==> src/rtl/irq_sel_pkg.sv <==
package irq_sel_pkg;
  typedef enum logic {
    BIAS_POWER = 1'b0,
    BIAS_PERF  = 1'b1
  } bias_e;

  localparam int unsigned CST_W_DEF = 3;
endpackage

==> src/rtl/irq_rank_key.sv <==
// Per-core rank key: larger key means more preferred under the chosen bias.
module irq_rank_key
  import irq_sel_pkg::*;
#(
  parameter int unsigned CST_W = 3,
  localparam int unsigned KEY_W = CST_W + 1
) (
  input  logic [CST_W-1:0] cstate_i,
  input  logic             turbo_i,
  input  bias_e            bias_i,
  output logic [KEY_W-1:0] key_o
);
  always_comb begin
    if (bias_i == BIAS_PERF) key_o = {cstate_i, turbo_i};
    else                     key_o = {~cstate_i, ~turbo_i};
  end
endmodule

==> src/rtl/irq_pick_max.sv <==
// Linear scan for the largest key among eligible cores; strict compare keeps lowest index on ties.
module irq_pick_max #(
  parameter int unsigned NUM_CORES = 4,
  parameter int unsigned KEY_W     = 4,
  localparam int unsigned IDX_W    = (NUM_CORES > 1) ? $clog2(NUM_CORES) : 1
) (
  input  logic [NUM_CORES*KEY_W-1:0] key_i,
  input  logic [NUM_CORES-1:0]       elig_i,
  output logic [NUM_CORES-1:0]       onehot_o,
  output logic [IDX_W-1:0]           idx_o,
  output logic                       found_o
);
  logic [KEY_W-1:0] best;

  always_comb begin
    best    = '0;
    idx_o   = '0;
    found_o = 1'b0;
    for (int i = 0; i < int'(NUM_CORES); i++) begin
      if (elig_i[i] && (!found_o || key_i[i*KEY_W +: KEY_W] > best)) begin
        best    = key_i[i*KEY_W +: KEY_W];
        idx_o   = IDX_W'(i);
        found_o = 1'b1;
      end
    end
  end

  always_comb begin
    onehot_o = '0;
    if (found_o) onehot_o[idx_o] = 1'b1;
  end
endmodule

==> src/rtl/irq_target_sel.sv <==
module irq_target_sel
  import irq_sel_pkg::*;
#(
  parameter int unsigned NUM_CORES = 4,
  parameter int unsigned CST_W     = 3,
  localparam int unsigned KEY_W    = CST_W + 1,
  localparam int unsigned IDX_W    = (NUM_CORES > 1) ? $clog2(NUM_CORES) : 1
) (
  input  logic                       clk_i,
  input  logic                       rst_ni,
  input  logic                       req_valid_i,
  input  logic                       perf_mode_i,
  input  logic [NUM_CORES-1:0]       elig_i,
  input  logic [NUM_CORES*CST_W-1:0] cstate_i,
  input  logic [NUM_CORES-1:0]       turbo_i,
  output logic [NUM_CORES-1:0]       tgt_o,
  output logic                       tgt_valid_o,
  output logic                       wake_o,
  output logic                       no_target_o
);
  bias_e                      bias;
  logic [NUM_CORES*KEY_W-1:0] keys;
  logic [NUM_CORES-1:0]       pick_oh;
  logic [IDX_W-1:0]           pick_idx;
  logic                       pick_found;
  logic [CST_W-1:0]           pick_cst;

  assign bias = bias_e'(perf_mode_i);

  for (genvar g = 0; g < int'(NUM_CORES); g++) begin : g_key
    irq_rank_key #(.CST_W(CST_W)) u_key (
      .cstate_i (cstate_i[g*CST_W +: CST_W]),
      .turbo_i  (turbo_i[g]),
      .bias_i   (bias),
      .key_o    (keys[g*KEY_W +: KEY_W])
    );
  end

  irq_pick_max #(.NUM_CORES(NUM_CORES), .KEY_W(KEY_W)) u_pick (
    .key_i    (keys),
    .elig_i   (elig_i),
    .onehot_o (pick_oh),
    .idx_o    (pick_idx),
    .found_o  (pick_found)
  );

  assign pick_cst = cstate_i[pick_idx*CST_W +: CST_W];

  always_ff @(posedge clk_i or negedge rst_ni) begin
    if (!rst_ni) begin
      tgt_o       <= '0;
      tgt_valid_o <= 1'b0;
      wake_o      <= 1'b0;
      no_target_o <= 1'b0;
    end else if (req_valid_i) begin
      tgt_o       <= pick_oh;
      tgt_valid_o <= pick_found;
      wake_o      <= pick_found && (pick_cst != '0);
      no_target_o <= !pick_found;
    end else begin
      tgt_o       <= '0;
      tgt_valid_o <= 1'b0;
      wake_o      <= 1'b0;
      no_target_o <= 1'b0;
    end
  end
endmodule

==> config.mk <==
export PLATFORM = sky130hd
export DESIGN_NAME = irq_target_sel
export DESIGN_NICKNAME = d
export VERILOG_FILES = /design/src/rtl/irq_sel_pkg.sv /design/src/rtl/irq_rank_key.sv /design/src/rtl/irq_pick_max.sv /design/src/rtl/irq_target_sel.sv
export SDC_FILE = /design/constraint.sdc
export NUM_CORES = 1
export LEC_CHECK = 0
export BUFFER_PORTS_ARGS = -buffer_cell sky130_fd_sc_hd__buf_2
export CORE_MARGIN = 4
export CORE_UTILIZATION = 46
export CTS_BUF_LIST = sky130_fd_sc_hd__clkbuf_2 sky130_fd_sc_hd__clkbuf_4 sky130_fd_sc_hd__clkbuf_8
export CTS_CLUSTER_SIZE = 16
export DETAILED_ROUTE_END_ITERATION = 12
export PLACE_DENSITY = 0.75
export SKIP_LAST_GASP = 1
export SLEW_MARGIN = 20
export SYNTH_ARGS = -nofsm -noshare
export SYNTH_HDL_FRONTEND = slang
export SYNTH_SLANG_ARGS = --single-unit
export TNS_END_PERCENT = 20
==> constraint.sdc <==
create_clock -name clk_i -period 0.8 [get_ports clk_i]
set_input_delay 0.16 -clock clk_i [delete_from_list [all_inputs] [get_ports clk_i]]
set_output_delay 0.16 -clock clk_i [all_outputs]
set_load 0.01 [all_outputs]
After elaboration in Yosys (flattened, before gate mapping):

Cells that the tools add are included.

* register bits: 7
* logic and storage cells: 53
* bits of input ports: 24

* reductions and logical operators: 13
* shift-type cells: 1
* muxes and demuxes: 21
* bitwise logic cells: 8
* multiply operators: 1
* order comparisons: 5

Operators with widths (count)
* 4-bit 2-to-1 mux: 9
* 4-bit greater-than comparator: 3
* 3-bit NOT: 4
* 12-bit by 5-bit variable part select with 3-bit output: 1
* 1-bit 2-to-1 mux: 9
* 1-bit logical AND: 5
* 1-bit logical NOT: 4
* 2-bit by 2-bit multiplier with 4-bit output, second input constant: 1
* 2-bit 2-to-1 mux: 2
* 1-bit NOT: 4
* 1-bit logical OR: 3
* 2-bit by 3-bit less-than comparator with 1-bit output, second input constant: 1
* 3-bit nonzero test: 1
* 1-bit demux with 2-bit select: 1
* 2-bit by 1-bit greater-or-equal comparator with 1-bit output, second input constant: 1

Logic depth before layout (Yosys ltp):

* word-level depth: 21
* mapped depth: 22
* depth with buffers taken out: 21

Hierarchy:

From an unflattened synthesis, not the netlist that was laid out.

* cell total of the unflattened synthesis: 125
* area total of the unflattened synthesis: 1086.0 µm²

Modules (own cells, without submodules)
* irq_pick_max: seq. area each 0.0 µm², cells an instance 85, area each 631.9 µm², instances 1
* irq_target_sel: seq. area each 175.2 µm², cells an instance 20, area each 269.0 µm², instances 1
* irq_rank_key: seq. area each 0.0 µm², cells an instance 5, area each 46.3 µm², instances 4

Least setup slack after synthesis:

Ideal clock, no wire load.

* path type: input to register
* from: input perf_mode_i
* to: register wake_o
* buffers on the path: 2
* data required time: 0.668 ns
* slack: -3.275 ns
* setup time: 0.132 ns
* arrival time: 3.943 ns
* stages on the path: 21
* cells stage by stage: buf_2 > buf_2 > xor2_1 > inv_1 > ha_1 > nand2_1 > o21bai_1 > a21oi_4 > mux2i_1 > inv_1 > ha_1 > nor2b_1 > o211ai_1 > a31oi_2 > mux2i_1 > ha_1 > nand4_1 > o21ai_1 > a31o_4 > o41ai_2 > a31oi_1

* word-level cells in the longest chain between the ends: 19
* elaborated cells between the ends (all ways): 29
* classes of those cells: 1 x mul; 3 x order compare; 1 x shift; 14 x mux; 10 x reduce/logical

Ends and longest elaborated chain
* start: declaration: line irq_target_sel.sv:12 `input logic perf_mode_i,`
* 4-bit 2-to-1 mux: line irq_rank_key.sv:14 `if (bias_i == BIAS_PERF) key_o = {cstate_i, turbo_i};`
* 4-bit 2-to-1 mux: line irq_pick_max.sv:20 `if (elig_i[i] && (!found_o || key_i[i*KEY_W +: KEY_W] > best)) begin`
* 4-bit greater-than comparator: line irq_pick_max.sv:20
* 1-bit logical OR: line irq_pick_max.sv:20
* 1-bit logical AND: line irq_pick_max.sv:20
* 4-bit 2-to-1 mux or 1-bit 2-to-1 mux (tied branches): line irq_pick_max.sv:20
* 4-bit greater-than comparator or 1-bit logical NOT (tied branches): line irq_pick_max.sv:20
* 1-bit logical OR: line irq_pick_max.sv:20
* [... 3 more ...]
* 1-bit logical OR: line irq_pick_max.sv:20
* 1-bit logical AND: line irq_pick_max.sv:20
* 2-bit 2-to-1 mux: line irq_pick_max.sv:20
* 2-bit by 2-bit multiplier with 4-bit output: line irq_target_sel.sv:47 `assign pick_cst = cstate_i[pick_idx*CST_W +: CST_W];`
* 12-bit by 5-bit variable part select with 3-bit output: line irq_target_sel.sv:47
* 3-bit nonzero test: line irq_target_sel.sv:58 `wake_o <= pick_found && (pick_cst != '0);`
* 1-bit logical AND (*): line irq_target_sel.sv:58
* 1-bit 2-to-1 mux (*): line irq_target_sel.sv:55 `end else if (req_valid_i) begin`
* end signal: assignment: line irq_target_sel.sv:58
* end: declaration: line irq_target_sel.sv:18 `output logic wake_o,`

Every way passes the cells marked *; elsewhere a longest branch is shown, timed or not.

Final worst setup path:

* from: input cstate_i[5]
* to: register wake_o

* word-level cells in the longest chain between the ends: 19
* elaborated cells between the ends (all ways): 26
* classes of those cells: 1 x mul; 3 x order compare; 1 x shift; 10 x mux; 1 x bitwise; 10 x reduce/logical

Ends and longest elaborated chain
* start: declaration: line irq_target_sel.sv:14 `input logic [NUM_CORES*CST_W-1:0] cstate_i,`
* 3-bit NOT: line irq_rank_key.sv:15 `else key_o = {~cstate_i, ~turbo_i};`
* 4-bit 2-to-1 mux: line irq_rank_key.sv:14
* 4-bit greater-than comparator: line irq_pick_max.sv:20
* 1-bit logical OR: line irq_pick_max.sv:20
* 1-bit logical AND: line irq_pick_max.sv:20
* 4-bit 2-to-1 mux or 1-bit 2-to-1 mux (tied branches): line irq_pick_max.sv:20
* 4-bit greater-than comparator or 1-bit logical NOT (tied branches): line irq_pick_max.sv:20
* 1-bit logical OR: line irq_pick_max.sv:20
* [... 3 more ...]
* 1-bit logical OR: line irq_pick_max.sv:20
* 1-bit logical AND: line irq_pick_max.sv:20
* 2-bit 2-to-1 mux: line irq_pick_max.sv:20
* 2-bit by 2-bit multiplier with 4-bit output: line irq_target_sel.sv:47
* 12-bit by 5-bit variable part select with 3-bit output: line irq_target_sel.sv:47
* 3-bit nonzero test: line irq_target_sel.sv:58
* 1-bit logical AND (*): line irq_target_sel.sv:58
* 1-bit 2-to-1 mux (*): line irq_target_sel.sv:55

Marked as above.

==> qor.yml <==
clockPowerShare: 0.156
seq_power_share: 0.172
die_h_um: 52.5
yosysSeqAreaShare: 0.192
multi_input_area_um2: 856
swShare: 0.399
rsz0062_at_grt: "true"
period_share: 4.99
power_density_nw_per_um2: 1450
hold_ws_ns: 0.205
drc: 0
path_cells: "clkbuf_4 -> xor2_4 -> inv_2 -> ha_4 -> nand2_4 -> o21bai_4 -> a21oi_4 -> mux2i_1 -> inv_1 -> ha_4 -> nor2b_1 -> o211ai_1 -> a31oi_4 -> mux2i_1 -> ha_1 -> nand4_1 -> o21ai_1 -> a31o_4 -> o41ai_4 -> a31oi_1"
grt_pass1_vias: 1086
synth_cell_types: 34
period_needed_ns: 3.99
vias_per_cell: 5.67
ys_warn_count: 0
ys_seq_elements: 7
wl_mm: 3.76
fp.dieW_um: 52.5
power_w: 0.00231
combPwrFrac: 0.671
status: "finished with violations"
ant_nets: 0
place_worst_setup_slack_ns: -3.40
drive_gt1_frac: 0.571
die_area_um2: 2760
cp_max_fo: 5
syn_avg_cell_area_um2: 8.84
worst_pin_slew_ns: 0.423
max-vdd-ir-drop_mv: 1.18
setup_viol: 14
drtPass1Iterations: 4
yosysMostFrequentCell: "ha_1"
dp_hpwl_mm: 1.83
required_ns: 0.93
ios: 31
worst_path_max_delay_cell: "a31oi_4"
grt_overflow: 0
final_hold_viol_count: 0
seqCellArea_um2: 175
antenna_found_initial: 0
fin_nets: 205
numPortBuffers: 30
grt_pass1_wl_mm: 4.90
synthCells: 103
synth-edff-count: 0
grt_util_all_layers: 0.246
wl_per_cell_um: 19.5
root_buffer: "clkbuf_4"
area_growth_pct: 74.0
path_clk_slew_ns: 0.05
violations: "setup timing"
setup_ws_ns: -3.19
cap_violations: 0
path_class: "in -> reg"
cts.sinks: 7
ys.flop_type: "dfrtp_1"
switchingPower_w: 0.000919
yosysTopAreaCell: "dfrtp_1"
max_stage_delay_ns: 0.31
coreArea_um2: 1800
hold_class: "in -> reg"
synth_top_area_frac: 0.192
cp-end-kind: "register"
ys_async_sr_fraction: 1.00
maxSlewHeadroom: 0.716
p_int_w: 0.00139
clockBufferDepth: 2
rows: 15
num_vias: 1094
diodes: 0
grt_max_degree: 9
worstPathArrival_ns: 4.11
max_freq_ghz: 0.251
finalMaxSlewViolations: 0
htree_levels: 1
synth_area_leaders: "dfrtp_1 (19%), ha_1 (16%), xnor2_1 (9.6%)"
start_util: 0.506
numCtsBuffers: 3
crit_path_start_kind: "input port"
tritoncts: "yes"
gp_congestion: 0.811
p_leak_nw: 0.765
initialDrtViolationCount: 46
synthTopCellsByCount: "ha_1 (12), inv_1 (10), xnor2_1 (10)"
fillers: 88
syn_nets: 139
netlist_area_um2: 911
placed cells by master, fill, tap and decap left out, types with 3 or more instances in the layout:
cell and count:
o21ai_1 3, dfrtp_1 7, xnor2_1 7, mux2i_2 3, mux2i_1 3, clkbuf_4 5, o211ai_1 3, inv_1 8
nor2_1 6, ha_1 9, xor2_1 3, nand2_1 4, buf_2 27, xnor2_2 3, ha_4 3, buf_4 31
kinds of logic (layout without fill, tap and decap cells):
| kind of cell | count (synthesis) | in the layout | synth area share |
|---|---|---|---|
| AND/OR/NAND/NOR | 27 | 27 | 0.152 |
| XOR/XNOR | 16 | 16 | 0.154 |
| buffers and inverters | 13 | 78 | 0.0646 |
| flip-flops | 7 | 7 | 0.192 |
| AO/OA/AOI/OAI | 21 | 21 | 0.195 |
| adder cells (fa/ha/maj) | 12 | 12 | 0.165 |
| multiplexers | 7 | 7 | 0.0769 |
area by class of cell:
| type | instances | share of cell area |
|---|---|---|
| clock buffers | 4 | 0.0189 |
| flip-flops and latches | 7 | 0.110 |
| inverters | 10 | 0.0237 |
| well taps | 25 | 0.0197 |
| repair buffers | 64 | 0.287 |
| multi-input cells | 83 | 0.540 |
routing by layer:
metal / global-route usage / wire length (µm) / vias to the layer above
li1: - / - / 493
met1: 0.253 / 1360 / 521
met2: 0.481 / 2010 / 61
met3: 0.0228 / 217 / 19
met4: 0.119 / 174 / 0
met5: 0 / 0 / -
repair_timing:
| item | in CTS | in global routing |
|---|---|---|
| setup endpoints to repair | 14 | 14 |
| endpoints found under the hold margin | 7 | 0 |
| hold buffers | 1 | 0 |
| resized for setup | 24 | 10 |
| pin swaps | 13 | 11 |
| gates cloned | 1 | 0 |
| buffers inserted | 6 | 7 |
power by group through the flow:
| stage | Sequential (W) | Clock (W) | Combinational (W) |
|---|---|---|---|
| floorplan | 0.000426 | 0 | 0.000670 |
| global placement | 0.000403 | 0 | 0.000990 |
| detailed placement | 0.000403 | 0 | 0.00103 |
| CTS | 0.000397 | 0.000361 | 0.00123 |
| global route | 0.000400 | 0.000373 | 0.00164 |
| finish | 0.000398 | 0.000361 | 0.00155 |
worst max-delay path: cells and delay by family:
| kind | cells | cell delay (ns) |
|---|---|---|
| AO/OA/AOI/OAI | 8 | 1.60 |
| AND/OR/NAND/NOR | 3 | 0.39 |
| XOR/XNOR | 1 | 0.21 |
| adder cells (fa/ha/maj) | 3 | 0.87 |
| multiplexers | 2 | 0.55 |
| buffers and inverters | 3 | 0.32 |
through the flow:
stage                      util  setup TNS (ns)  instance area, µm²  std cells
final                     0.880          -16.84                1590        193
after global routing      0.880          -17.93                1590        193
after CTS                 0.822          -15.11                1480        187
after detailed placement  0.692          -17.74                1250        175
after global placement    0.692          -16.98                1250        175
after floorplan               -          -14.95                 957        103
worst paths after layout:
check	cells after the start	from	slack, ns	endpoint
setup / recovery	20	cstate_i[5]	-3.19	wake_o
hold / removal	3	elig_i[3]	0.20	no_target_o
max in group asynchronous	2	rst_ni	0.39	tgt_valid_o
min in group asynchronous	2	rst_ni	0.25	wake_o
sequential cells by signal, indices dropped and copies added, names as in the netlist:
signal / count
tgt_o: 4
no_target_o: 1
tgt_valid_o: 1
wake_o: 1
(Power assumes the default switching activity.)
